<file path="src/rtl/incl_snoop_filter.sv">
module incl_snoop_filter #(
  parameter int ADDR_W = 8,
  parameter int IDX_W  = 2,
  parameter int DATA_W = 16
) (
  input  logic              clk,
  input  logic              rst_n,
  input  logic              snp_valid,
  input  logic              snp_excl,
  input  logic [ADDR_W-1:0] snp_addr,
  output logic              snp_done,
  output logic              snp_hit,
  output logic              snp_flush,
  output logic [DATA_W-1:0] snp_data,
  input  logic              cpu_valid,
  input  logic [1:0]        cpu_op,
  input  logic [ADDR_W-1:0] cpu_addr,
  input  logic [DATA_W-1:0] cpu_wdata,
  input  logic              cpu_flag,
  output logic              cpu_done,
  output logic              cpu_ok,
  output logic [DATA_W-1:0] cpu_rdata,
  output logic              l1_inv_req,
  output logic [ADDR_W-1:0] l1_inv_addr,
  output logic              l1_rcl_req,
  output logic [ADDR_W-1:0] l1_rcl_addr,
  input  logic              l1_rcl_ack,
  input  logic [DATA_W-1:0] l1_rcl_data,
  output logic              wb_valid,
  output logic [ADDR_W-1:0] wb_addr,
  output logic [DATA_W-1:0] wb_data
);
  localparam int ENTRIES = 1 << IDX_W;
  localparam int TAG_W   = ADDR_W - IDX_W;

  localparam logic [1:0] ST_I = 2'd0, ST_S = 2'd1, ST_E = 2'd2, ST_M = 2'd3;
  localparam logic [1:0] OP_L2FILL = 2'd0, OP_L1FILL = 2'd1, OP_L1EVICT = 2'd2, OP_L1WRHIT = 2'd3;

  typedef enum logic [1:0] {F_IDLE, F_WAIT, F_DONE} fsm_t;
  fsm_t fsm;

  logic [1:0]        st  [ENTRIES];
  logic [TAG_W-1:0]  tg  [ENTRIES];
  logic [DATA_W-1:0] dat [ENTRIES];
  logic              in1 [ENTRIES];
  logic              stl [ENTRIES];

  logic              p_snp, p_excl, p_flag;
  logic [1:0]        p_op;
  logic [ADDR_W-1:0] p_addr;
  logic [DATA_W-1:0] p_wdata;

  logic              idle, act_snp, act_excl, act_flag, go, need_rcl;
  logic [1:0]        act_op;
  logic [ADDR_W-1:0] cur_addr, vic_addr;
  logic [DATA_W-1:0] act_wdata, fresh;
  logic [IDX_W-1:0]  cur_idx;
  logic [TAG_W-1:0]  cur_tag;
  logic [1:0]        e_st;
  logic              e_vld, e_hit, e_in1, e_stl;

  assign idle      = (fsm == F_IDLE);
  assign act_snp   = idle ? snp_valid : p_snp;
  assign act_excl  = idle ? snp_excl  : p_excl;
  assign act_op    = idle ? cpu_op    : p_op;
  assign act_flag  = idle ? cpu_flag  : p_flag;
  assign act_wdata = idle ? cpu_wdata : p_wdata;
  assign cur_addr  = idle ? (snp_valid ? snp_addr : cpu_addr) : p_addr;
  assign cur_idx   = cur_addr[IDX_W-1:0];
  assign cur_tag   = cur_addr[ADDR_W-1:IDX_W];

  assign e_st     = st[cur_idx];
  assign e_vld    = (e_st != ST_I);
  assign e_hit    = e_vld && (tg[cur_idx] == cur_tag);
  assign e_in1    = in1[cur_idx];
  assign e_stl    = stl[cur_idx];
  assign vic_addr = {tg[cur_idx], cur_idx};
  assign fresh    = (fsm == F_WAIT) ? l1_rcl_data : dat[cur_idx];

  assign go = (idle && (snp_valid || cpu_valid)) || (fsm == F_WAIT && l1_rcl_ack);
  assign need_rcl = idle && e_stl &&
                    ((act_snp && e_hit) ||
                     (!act_snp && act_op == OP_L2FILL && !e_hit && e_vld));

  always_ff @(posedge clk) begin
    if (!rst_n) begin
      fsm <= F_IDLE;
      for (int i = 0; i < ENTRIES; i++) begin
        st[i]  <= ST_I;
        tg[i]  <= '0;
        dat[i] <= '0;
        in1[i] <= 1'b0;
        stl[i] <= 1'b0;
      end
      p_snp <= 1'b0; p_excl <= 1'b0; p_flag <= 1'b0; p_op <= '0;
      p_addr <= '0; p_wdata <= '0;
      snp_done <= 1'b0; snp_hit <= 1'b0; snp_flush <= 1'b0; snp_data <= '0;
      cpu_done <= 1'b0; cpu_ok <= 1'b0; cpu_rdata <= '0;
      l1_inv_req <= 1'b0; l1_inv_addr <= '0;
      l1_rcl_req <= 1'b0; l1_rcl_addr <= '0;
      wb_valid <= 1'b0; wb_addr <= '0; wb_data <= '0;
    end else begin
      snp_done <= 1'b0; snp_hit <= 1'b0; snp_flush <= 1'b0;
      cpu_done <= 1'b0; cpu_ok <= 1'b0;
      l1_inv_req <= 1'b0; l1_rcl_req <= 1'b0; wb_valid <= 1'b0;
      if (fsm == F_DONE) fsm <= F_IDLE;

      if (go && need_rcl) begin
        p_snp <= act_snp; p_excl <= act_excl; p_op <= act_op; p_flag <= act_flag;
        p_addr <= cur_addr; p_wdata <= act_wdata;
        l1_rcl_req  <= 1'b1;
        l1_rcl_addr <= act_snp ? cur_addr : vic_addr;
        fsm <= F_WAIT;
      end else if (go) begin
        fsm <= F_DONE;
        if (act_snp) begin
          snp_done <= 1'b1;
          snp_hit  <= e_hit;
          if (e_hit) begin
            dat[cur_idx] <= fresh;
            stl[cur_idx] <= 1'b0;
            if (e_st == ST_M) begin
              snp_flush <= 1'b1;
              snp_data  <= fresh;
            end
            if (act_excl) begin
              st[cur_idx]  <= ST_I;
              in1[cur_idx] <= 1'b0;
              if (e_in1) begin
                l1_inv_req  <= 1'b1;
                l1_inv_addr <= cur_addr;
              end
            end else begin
              st[cur_idx] <= ST_S;
            end
          end
        end else begin
          cpu_done <= 1'b1;
          case (act_op)
            OP_L2FILL: if (!e_hit) begin
              cpu_ok <= 1'b1;
              if (e_vld && e_st == ST_M) begin
                wb_valid <= 1'b1;
                wb_addr  <= vic_addr;
                wb_data  <= fresh;
              end
              if (e_vld && e_in1) begin
                l1_inv_req  <= 1'b1;
                l1_inv_addr <= vic_addr;
              end
              st[cur_idx]  <= act_flag ? ST_E : ST_S;
              tg[cur_idx]  <= cur_tag;
              dat[cur_idx] <= act_wdata;
              in1[cur_idx] <= 1'b0;
              stl[cur_idx] <= 1'b0;
            end
            OP_L1FILL: if (e_hit) begin
              cpu_ok       <= 1'b1;
              cpu_rdata    <= dat[cur_idx];
              in1[cur_idx] <= 1'b1;
            end
            OP_L1EVICT: if (e_hit && e_in1) begin
              cpu_ok       <= 1'b1;
              in1[cur_idx] <= 1'b0;
              if (act_flag) begin
                dat[cur_idx] <= act_wdata;
                stl[cur_idx] <= 1'b0;
              end
            end
            default: if (e_hit && e_in1 && (e_st == ST_E || e_st == ST_M)) begin
              cpu_ok       <= 1'b1;
              st[cur_idx]  <= ST_M;
              stl[cur_idx] <= 1'b1;
            end
          endcase
        end
      end
    end
  end
endmodule

</file>
<file path="config.mk">
export PLATFORM = sky130hd
export DESIGN_NAME = incl_snoop_filter
export DESIGN_NICKNAME = d
export VERILOG_FILES = /design/src/rtl/incl_snoop_filter.sv
export SDC_FILE = /design/constraint.sdc
export NUM_CORES = 1
export LEC_CHECK = 0
export ABC_AREA = 1
export BUFFER_PORTS_ARGS = -buffer_cell sky130_fd_sc_hd__buf_2
export CORE_ASPECT_RATIO = 1.25
export CORE_MARGIN = 4
export CORE_UTILIZATION = 35
export DETAILED_ROUTE_END_ITERATION = 8
export SLEW_MARGIN = 20
export SYNTH_ARGS = -nofsm -noshare
export SYNTH_HDL_FRONTEND = slang
export SYNTH_SLANG_ARGS = --single-unit
</file>
<file path="constraint.sdc">
create_clock -name clk -period 4 [get_ports clk]
set_input_delay 0.6 -clock clk [delete_from_list [all_inputs] [get_ports clk]]
set_output_delay 0.6 -clock clk [all_outputs]
set_load 0.005 [all_outputs]
</file>
==> flow_summary.ini <==
[critical_path]
cp_top_family = simple AND/OR/NAND/NOR gates
reg2reg_depth = 20
crit_required_ns = 4.26
crit_path_max_incr_delay_ns = 0.42
crit_path_end_kind = flip-flop
crit_top_cell = nand2_1
critPathLaunchType = flip-flop
rrSetupSlack_ns = 0.37
path_cells = nor2_4 -> nand2_1 -> o21ai_4 -> buf_4 -> nand3_1 -> nand2_1 -> nand2_2 -> nand3_1 -> nor2_1 -> nand2_1 -> nand2_1 -> nor2_1 -> nand3_2 -> buf_4 -> nand2_1 -> nand2_1 -> nand2_1 -> nand2_1 -> nand2_1 -> nor2_1
crit_path_end = dat[1][0]
rr_endpoint = dat[1][0]
path_class = flip-flop to flip-flop
rr_startpoint = fsm[0]
slowest_stage = nor2_4
worst_ep_arrival_time_ns = 3.89
crit_cells = 20
worst-path-max-fanout = 17
critPathLaunch = fsm[0]
critical_path_buf_inv_count = 2

[sta]
finClkSkew_ns = 0.0292
fin_crit_sh = 0.908
hold_violations = 0
maxSlewViolCount = 0
max_slew.worst_pin.slew_ns = 0.861
worst_slack_ns = 0.366
slew_headroom = 0.420
fmax_mhz = 275
min_period_ns = 3.63
setup_violations = 0
rsz0062_at_grt = no
setup_tns_ns = 0

[global_routing]
grt_pass1_wl_mm = 50.0
gr-total-overflow = 0
grt_max_degree = 63
antenna_found_initial = 0
grt_pass1_vias = 9020
grtUsageTotal = 0.197

[synth]
async_flop_share = 0
synth_top_family_by_area = simple AND/OR/NAND/NOR gates
ys_seq_elements = 213
synth_fp_nets = 1364
synth_fa_ha_area_frac = 0
synthXorXnorAreaFrac = 0
syn_inst = 1307
synth_edf_count = 98
synth_area_sq_um = 10300
synth_area_per_cell_sq_um = 7.86
yosys.area_share.simple = 0.267
ys_types = 45
ys_seq_area_frac = 0.511
synth_mux_area_frac = 0.000975
synth_compound_area_frac = 0.132
synthFlopType = dfxtp_1
yosys_warnings = 0

[clock_tree]
cts.path.max_buffers = 3
cts_made_buffers = 24
cts_setup_buffers = 0
cts_tree = done
path_clk_slew_ns = 0.06
clock-sinks = 213
post_cts_resized = 0
holdBufCountCts = 0
root_buffer = clkbuf_16
htree_levels = 1
clk_latency_ns = 0.53

[floorplan]
io_pins = 137
dieHeight_microns = 200
num_rows = 69
coreArea_sq_um = 28700
die-area_sq_um = 32200
chipWidth_microns = 161
start_util = 0.358

[power_and_ir_drop]
p_clk_frac = 0.256
p_per_area_nw_per_um2 = 730
p_sw_frac = 0.432
p_sw_mw = 3.89
irDropWorstVdd_uv = 342
p_comb_frac = 0.454
pwr-share-seq = 0.290
p_leak_nw = 5.64
p_int_mw = 5.13
p_total_mw = 9.02

[cells_and_area]
syn_to_final_growth_pct = 20.2
n_antenna_cell = 0
layout.cells.non_filler = 1860
nNetsFinal = 1509
drive_gt1_frac = 0.195

[placed_design]
placed_cells = 1816
io_buffers = 136
place_ws_ns = 0.180
hpwl_mm = 24.2
place.gp.congestion = 0.978

[routing]
via_per_inst = 4.96
wl_per_cell_microns = 17.5
drtAntennaViolNets = 0
drc = 0
finalWirelength_mm = 32.6
vias = 9234
drt_iter0_markers = 657
drt-pass1-iter-count = 5

[run_status]
status = finished clean

[job]
max_cap_violations = 0

[worst_hold_path]
hp-start = snp_data[11]
min_path_type = flip-flop to flip-flop
[metrics by stage]
step	instance area, sq um	hold slack (ns)	utilization
after global placement	11500	0.434	0.401
final	12300	0.445	0.431
after floorplan	10300	0.423	-
after CTS	12300	0.446	0.431
after detailed placement	11500	0.436	0.401
after global routing	12300	0.468	0.431
[worst min-delay path: cells and delay by family (launching register included)]
family,cells,cell delay [ns]
flops,1,0.31
compound gates,1,0.05
buf+inv,1,0.05
[power groups by stage]
stage / registers [mW] / logic [mW] / clock network (mW)
2_1_floorplan: 2.65 / 2.61 / 0
3_3_place_gp: 2.66 / 4.07 / 0
3_5_place_dp: 2.66 / 4.08 / 0
4_1_cts: 2.62 / 4.10 / 2.35
5_1_grt: 2.63 / 4.52 / 2.45
6_report: 2.62 / 4.09 / 2.31
[layer usage]
| metal | share of wire | track usage | vias to the layer above | wire length [microns] |
|---|---|---|---|---|
| met5 | 0 | 0 | - | 0 |
| met1 | 0.40 | 0.231 | 4343 | 12900 |
| met3 | 0.045 | 0.0262 | 61 | 1480 |
| met2 | 0.53 | 0.372 | 265 | 17100 |
| met4 | 0.033 | 0.0664 | 0 | 1060 |
| li1 | - | - | 4565 | - |
[worst min-delay path by stage]
stage / endpoint / depth (start not counted)
after floorplan: p_excl / 2
after global routing: snp_data[11] / 2
after detailed placement: snp_data[14] / 2
after CTS: snp_data[14] / 2
after global placement: p_excl / 2
final: snp_data[11] / 2
[flip-flops by register name, summed over array words and instances (netlist names), 6 cells and up]
name,cells
st,8
wb_addr,8
l1_rcl_addr,8
wb_data,16
p_wdata,16
p_addr,6
dat,64
tg,24
l1_inv_addr,8
snp_data,16
cpu_rdata,16
[cell type report]
cell class	count	area, sq um
Fill cell	2988	16300
Sequential cell	213	5250
Inverter	153	574
Multi-Input combinational cell	870	4110
Tap cell	390	488
Timing Repair Buffer	190	1090
Clock inverter	10	149
Clock buffer	34	689
[kinds of logic (layout without fill, tap and decap cells)]
group           count (synthesis)  in the layout
buf+inv                       224            387
compound gates                233            233
flops                         213            213
simple gates                  636            636
mux                             1              1
[synthesized netlist by cell type, types with 2 or more instances]
cell type	number	area, sq um
clkbuf_1	36	135
buf_1	7	26.3
nand4_1	17	106
nand3b_1	5	37.5
a32o_1	2	20.0
o21a_1	15	113
or2_2	19	119
nand3_2	2	20.0
or2_0	2	12.5
inv_2	9	33.8
nand3_1	74	370
a211oi_1	3	22.5
nor2_2	4	25.0
o21ai_2	3	26.3
buf_2	16	80.1
dfxtp_1	115	2300
a21oi_1	43	215
nor2_1	203	762
nand2_1	288	1080
buf_6	2	22.5
nand2_2	9	56.3
inv_1	143	537
o32ai_1	16	140
o22ai_1	18	113
nor2_4	3	33.8
or2_1	2	12.5
a41oi_1	2	17.5
nand3_4	3	52.6
o21ai_1	11	55.1
buf_4	10	75.1
edfxtp_1	98	2940
o21ai_0	113	566
a31oi_1	2	12.5
[layout by cell type (no fill, tap or decap), drive strengths merged, types with 2 or more instances in the layout]
cell and count:
a31oi 2, dfxtp 115, bufinv 3, nor2 210
a21oi 44, nand3b 6, nand4 18, o32ai 16
a211oi 3, o21ai 128, clkinv 4, a41oi 2
o21a 15, nand2 298, buf 190, edfxtp 98
inv 155, a32o 2, clkbuf 34, o22ai 18
nand3 79, or2 23
Note: power is estimated with default switching activity, not from simulation.
